==> src/rtl/lm_irq_dispatch.sv <==
module lm_irq_dispatch #(
  parameter int AW = 64,
  parameter int DW = 64
) (
  input  logic          clk,
  input  logic          rst_n,
  input  logic          start,
  input  logic [7:0]    vector,
  input  logic [DW-1:0] cur_rip,
  input  logic [DW-1:0] cur_rsp,
  input  logic [DW-1:0] cur_rflags,
  input  logic [15:0]   cur_cs,
  input  logic [15:0]   cur_ss,
  input  logic [1:0]    cur_cpl,
  input  logic [AW-1:0] idt_base,
  input  logic [AW-1:0] gdt_base,
  input  logic [AW-1:0] ldt_base,
  output logic          mem_req_valid,
  input  logic          mem_req_ready,
  output logic          mem_req_write,
  output logic [AW-1:0] mem_req_addr,
  output logic [DW-1:0] mem_req_wdata,
  input  logic          mem_rsp_valid,
  input  logic [DW-1:0] mem_rsp_rdata,
  input  logic          mem_rsp_err,
  output logic          busy,
  output logic          done,
  output logic          fault,
  output logic          unsup,
  output logic [DW-1:0] new_rip,
  output logic [15:0]   new_cs,
  output logic [15:0]   new_ss,
  output logic [AW-1:0] new_rsp,
  output logic [DW-1:0] new_rflags
);

  localparam int FRAME_BYTES = 40;
  localparam int LAST_STEP   = 9;
  localparam int FIRST_WR    = 5;

  typedef enum logic [1:0] {S_IDLE, S_REQ, S_RSP} st_t;

  st_t             st;
  logic [3:0]      step;
  logic [7:0]      l_vec;
  logic [DW-1:0]   l_rip, l_rsp, l_flg;
  logic [15:0]     l_cs, l_ss;
  logic [1:0]      l_cpl;
  logic [DW-1:0]   g_lo, g_hi;

  logic [15:0]     sel;
  logic [AW-1:0]   gate_a, cs_a, frame;
  logic [DW-1:0]   flg_out;
  logic            gate_ok, bad, stk_sw;

  assign sel    = g_lo[31:16];
  assign gate_a = idt_base + {{(AW-12){1'b0}}, l_vec, 4'h0};
  assign cs_a   = (sel[2] ? ldt_base : gdt_base) + {{(AW-16){1'b0}}, sel & 16'h00F8};
  assign frame  = (l_rsp - AW'(FRAME_BYTES)) & ~{{(AW-4){1'b0}}, 4'hF};

  assign gate_ok = (mem_rsp_rdata[43:41] == 3'b111) && mem_rsp_rdata[47];
  assign stk_sw  = (g_lo[34:32] != 3'd0) || (mem_rsp_rdata[46:45] != l_cpl);

  always_comb begin
    flg_out     = l_flg;
    flg_out[8]  = 1'b0;
    flg_out[14] = 1'b0;
    flg_out[16] = 1'b0;
    flg_out[9]  = g_lo[40];
  end

  always_comb begin
    bad = mem_rsp_err;
    if (step == 4'd0) bad = mem_rsp_err || !gate_ok;
  end

  assign busy          = (st != S_IDLE);
  assign mem_req_valid = (st == S_REQ);
  assign mem_req_write = (step >= 4'(FIRST_WR));

  always_comb begin
    mem_req_addr  = frame;
    mem_req_wdata = '0;
    case (step)
      4'd0: mem_req_addr = gate_a;
      4'd1: mem_req_addr = gate_a + AW'(8);
      4'd2: mem_req_addr = cs_a;
      4'd3: mem_req_addr = frame;
      4'd4: mem_req_addr = frame + AW'(32);
      4'd5: begin mem_req_addr = frame;           mem_req_wdata = l_rip; end
      4'd6: begin mem_req_addr = frame + AW'(8);  mem_req_wdata = {{(DW-16){1'b0}}, l_cs}; end
      4'd7: begin mem_req_addr = frame + AW'(16); mem_req_wdata = l_flg; end
      4'd8: begin mem_req_addr = frame + AW'(24); mem_req_wdata = l_rsp; end
      4'd9: begin mem_req_addr = frame + AW'(32); mem_req_wdata = {{(DW-16){1'b0}}, l_ss}; end
      default: ;
    endcase
  end

  always_ff @(posedge clk) begin
    if (!rst_n) begin
      st <= S_IDLE; step <= '0;
      done <= 1'b0; fault <= 1'b0; unsup <= 1'b0;
      l_vec <= '0; l_rip <= '0; l_rsp <= '0; l_flg <= '0;
      l_cs <= '0; l_ss <= '0; l_cpl <= '0; g_lo <= '0; g_hi <= '0;
      new_rip <= '0; new_cs <= '0; new_ss <= '0; new_rsp <= '0; new_rflags <= '0;
    end else begin
      done <= 1'b0; fault <= 1'b0; unsup <= 1'b0;
      case (st)
        S_IDLE: if (start) begin
          l_vec <= vector; l_rip <= cur_rip; l_rsp <= cur_rsp; l_flg <= cur_rflags;
          l_cs <= cur_cs; l_ss <= cur_ss; l_cpl <= cur_cpl;
          step <= '0; st <= S_REQ;
        end
        S_REQ: if (mem_req_ready) begin
          if (!mem_req_write) st <= S_RSP;
          else if (step == 4'(LAST_STEP)) begin
            new_rip    <= {g_hi[31:0], g_lo[63:48], g_lo[15:0]};
            new_cs     <= sel;
            new_ss     <= l_ss;
            new_rsp    <= frame;
            new_rflags <= flg_out;
            done <= 1'b1; st <= S_IDLE;
          end else step <= step + 4'd1;
        end
        S_RSP: if (mem_rsp_valid) begin
          if (step == 4'd0) g_lo <= mem_rsp_rdata;
          if (step == 4'd1) g_hi <= mem_rsp_rdata;
          if (bad) begin
            done <= 1'b1; fault <= 1'b1; st <= S_IDLE;
          end else if (step == 4'd2 && stk_sw) begin
            done <= 1'b1; unsup <= 1'b1; st <= S_IDLE;
          end else begin
            step <= step + 4'd1; st <= S_REQ;
          end
        end
        default: st <= S_IDLE;
      endcase
    end
  end

  AST_REQ_HELD: assert property (@(posedge clk) disable iff (!rst_n)
    mem_req_valid && !mem_req_ready |=> mem_req_valid && $stable(mem_req_addr) && $stable(mem_req_write));
  AST_DONE_PULSE: assert property (@(posedge clk) disable iff (!rst_n)
    done |=> !done);
  AST_FLAG_NEEDS_DONE: assert property (@(posedge clk) disable iff (!rst_n)
    (fault || unsup) |-> done && !(fault && unsup));
  AST_NO_COMMIT_ON_FAIL: assert property (@(posedge clk) disable iff (!rst_n)
    done && (fault || unsup) |-> $stable(new_rip) && $stable(new_rsp) && $stable(new_rflags));
  AST_QUIET_STATE: assert property (@(posedge clk) disable iff (!rst_n)
    !done |-> $stable(new_cs) && $stable(new_ss));
  AST_RSP_ALIGNED: assert property (@(posedge clk) disable iff (!rst_n)
    done && !fault && !unsup |-> new_rsp[3:0] == 4'h0);
  AST_FLAGS_MASKED: assert property (@(posedge clk) disable iff (!rst_n)
    done && !fault && !unsup |-> !new_rflags[8] && !new_rflags[14] && !new_rflags[16]);

endmodule

==> config.mk <==
export PLATFORM = sky130hd
export DESIGN_NAME = lm_irq_dispatch
export DESIGN_NICKNAME = d
export VERILOG_FILES = /design/src/rtl/lm_irq_dispatch.sv
export SDC_FILE = /design/constraint.sdc
export NUM_CORES = 2
export LEC_CHECK = 0
export BUFFER_PORTS_ARGS = -buffer_cell sky130_fd_sc_hd__buf_2
export CAP_MARGIN = 20
export CORE_AREA = 3 3 331 333
export DETAILED_ROUTE_END_ITERATION = 8
export DIE_AREA = 0 0 334 336
export SLEW_MARGIN = 20
export SYNTH_ARGS = -nofsm -noshare
export SYNTH_HDL_FRONTEND = slang
export SYNTH_SLANG_ARGS = --single-unit
==> constraint.sdc <==
create_clock -name clk -period 11 [get_ports clk]
set_clock_uncertainty 0.15 [all_clocks]
set_input_delay 2.2 -clock clk [delete_from_list [all_inputs] [get_ports clk]]
set_output_delay 2.2 -clock clk [all_outputs]
set_load 0.01 [all_outputs]
==> reports/metrics.yaml <==
p_int_mw: 4.304
clock-sinks: 544
grt_pass1_wl_mm: 227.2
grt_pass1_vias: 33427
netSwitchingPower_mw: 2.890
synthCells: 4462
maxClockFrequency_mhz: 102.1
synth.distinct_cells: 96
overflow: 0
dp.final_hpwl_mm: 123.2
synth_edf_count: 0
crit_arrival_ns: 7.45
wl_met1_mm: 65.17
die-area_sq_mm: 0.1122
maxCapViolCount: 0
syn_to_final_growth_pct: 24.25
p_sw_share_pct: 40.18
final.min_clock_period_ns: 9.798
ios: 854
reg2reg_from: "l_rsp[14]$_SDFFE_PN0P_"
ant_nets: 0
crit_path_cell_trace: "buf_2 > ha_1 > inv_1 > fa_1 > nand2b_1 > a211oi_1 > o21ai_1 > buf_4 > nor4_1 > o22ai_1 > nor4_1 > or4b_2 > nor4_1 > mux2i_1 > a211oi_1 > a221oi_1 > buf_2"
min_from: "g_lo[29]$_SDFFE_PN0P_"
num_rows: 120
combPwrFrac_pct: 35.0
cts_resized: 0
drt_first_iter_violations: 3657
worst_setup_path_end_kind: "output pin"
syn_area_sq_mm: 0.03184
finalSetupTns_ns: 0
cts_max_level: 3
maxSlewHeadroom_pct: 13.81
slowest_stage: "nor4_1"
holdPathStages: 2
start_util_pct: 29.79
start_kind: "input pin"
cts.path.max_buffers: 3
num_vias: 35958
grt_max_degree: 205
track_usage_pct: 27.15
final_util_pct: 37.01
hold_end: "new_cs[13]$_SDFFE_PN0P_"
slew_violations: 0
drcViolationCount: 0
rsz0062_at_grt: "false"
setup_viol: 0
reg2reg_setup_slack_ns: 6.04
wirelength_mm: 161.3
p_leak_nw: 15.07
root_buffer: "clkbuf_16"
cts_hold_buffers: 0
post-route-period-util_pct: 89.07
fp.dieH_microns: 336
cts_buffers: 66
cts_tree: "yes"
wl_met2_mm: 75.44
required_ns: 8.65
highest_layer: "met5"
die_x_microns: 334
vias_per_cell: 5.456
antenna_found_initial: 30
io_buffers: 840
ys_seq_elements: 544
met3_length_mm: 12.54
drt-pass1-iter-count: 7
insertion_delay_ns: 0.63
synthFlopType: "dfxtp_1"
seq_power_share_pct: 32.6
critical_path_class: "input pin to output pin"
critPathMostFrequentCell: "nor4_1"
hp-class: "flip-flop to flip-flop"
design_area_sq_mm: 0.03956
status: "finished, final reports clean"
wire_per_inst_microns: 24.48
placed_area_sq_mm: 0.03715
ir_drop_v: 0.0001269
crit_fanout: 28
gp_congestion: 1.004
synthArstFlopShare_pct: 0
rr_worst_depth: 7
power_density_mw_per_mm2: 181.9
path_clk_slew_ns: 0.06
postCtsSetupBuffers: 0
hold_violations: 0
yosysSeqAreaShare_pct: 34.20
yosys_warnings: 0
worstMarginPinSlew_ns: 1.293
clock_power_share_pct: 32.4
nets: 5632
rr_endpoint: "new_rsp[63]$_SDFFE_PN0P_"
syn_area_per_cell_sq_um: 7.136
cpPeakStageDelay_ns: 0.72
final_layout_size_suffix_gt1_share_pct: 21.58
core_sq_mm: 0.1069
cell type report:
type	instances	area [sq um]
Antenna cell	29	72.57
Clock buffer	95	1951
Clock inverter	22	382.9
Fill cell	11648	67340
Inverter	35	138.9
Multi-Input combinational cell	3550	19600
Sequential cell	544	10890
Tap cell	1403	1755
Timing Repair Buffer	912	4770
synth_stat cells, types with 78 or more instances:
| cell | n | area share (%) |
|---|---|---|
| a211oi_1 | 86 | 2.0 |
| a21oi_1 | 594 | 9.3 |
| a22oi_1 | 78 | 1.8 |
| clkbuf_1 | 299 | 3.5 |
| dfxtp_1 | 544 | 34 |
| nand2_1 | 1257 | 15 |
| nand3_1 | 90 | 1.4 |
| nor2_1 | 232 | 2.7 |
| nor3_1 | 90 | 1.4 |
| o21ai_0 | 102 | 1.6 |
| xnor2_1 | 147 | 4.0 |
| xor2_1 | 91 | 2.5 |
worst max path at each step:
| stage | slack [ns] | to | start |
|---|---|---|---|
| 3_3_place_gp | 1.21 | mem_req_addr[63] | idt_base[4] |
| 3_5_place_dp | 1.22 | mem_req_addr[63] | idt_base[4] |
| 6_report | 1.20 | mem_req_addr[63] | idt_base[4] |
| 2_1_floorplan | 1.75 | mem_req_addr[60] | g_lo[18]$_SDFFE_PN0P_ |
| 4_1_cts | 1.23 | mem_req_addr[63] | idt_base[4] |
| 5_1_grt | 0.85 | mem_req_addr[42] | idt_base[5] |
cell usage in the layout (no fill, tap or decap), types with 18 or more instances in the layout:
cell	n
nand2_1	1256
a21oi_1	593
xnor2_1	145
a22oi_1	78
nor3_1	88
or3_1	47
a222oi_1	22
clkbuf_8	19
o211ai_1	32
or2_2	25
or4_1	20
nand2b_1	22
o31ai_1	18
and2_1	27
nor2_1	227
nand4_1	53
clkbuf_16	66
a211oi_1	86
dfxtp_1	543
inv_1	33
o21ai_0	101
nor4_1	74
mux2i_1	47
ha_1	25
nand3b_1	19
nor2b_1	22
buf_2	840
a221oi_1	20
xor2_1	91
o22ai_1	41
nand3_1	88
buf_4	70
diode_2	29
registers in the layout, summed over array words and instances, names as in the netlist, 2 cells and up:
register,count
l_rip,64
new_rsp,60
l_ss,16
l_cs,16
g_lo,52
new_rflags,61
g_hi,32
l_cpl,2
st,2
l_vec,8
new_ss,16
new_cs,16
l_rsp,64
step,4
new_rip,64
l_flg,64
cells by family (layout without fill, tap and decap cells):
kind of cell | count (synthesis) | count (layout) | synth area share, %
AO/OA/AOI/OAI | 1144 | 1144 | 22.21
XOR/XNOR | 239 | 239 | 6.597
adder cells (fa/ha/maj) | 27 | 27 | 1.108
buffers and inverters | 374 | 1064 | 4.621
flip-flops | 544 | 544 | 34.20
multiplexers | 59 | 59 | 1.902
other | 1 | 36 | 0.01178
AND/OR/NAND/NOR | 2074 | 2074 | 29.35
critical path: cells and delay by family:
family	cells	cell delay, ns
and+or+nand+nor	5	2.42
AOI/OAI and AO/OA	5	1.32
buffers and inverters	4	0.63
adders and majority gates	2	0.57
muxes	1	0.30
per-stage QoR:
step / setup WS, ns / std cells / hold slack [ns] / power, mW
3_5_place_dp: 1.224 / 6444 / 0.2914 / 4.864
6_report: 1.202 / 6590 / 0.2931 / 7.195
3_3_place_gp: 1.213 / 6444 / 0.2869 / 4.840
4_1_cts: 1.226 / 6561 / 0.2975 / 7.199
2_1_floorplan: 1.751 / 4468 / 0.2821 / 3.772
5_1_grt: 0.8491 / 6578 / 0.3142 / 7.503
metal layers:
| metal | up-vias | global-route usage [%] |
|---|---|---|
| met4 | 6 | 13.34 |
| met1 | 17108 | 33.46 |
| met2 | 1541 | 45.05 |
| met5 | - | 0 |
| met3 | 327 | 5.688 |
| li1 | 16976 | - |
power by group through the flow:
stage / Clock [mW] / Combinational, mW / Sequential (mW)
finish: 2.33 / 2.52 / 2.35
global route: 2.45 / 2.68 / 2.37
CTS: 2.37 / 2.48 / 2.35
detailed placement: 0 / 2.48 / 2.39
global placement: 0 / 2.46 / 2.38
floorplan: 0 / 1.52 / 2.25
(Power assumes the default switching activity.)
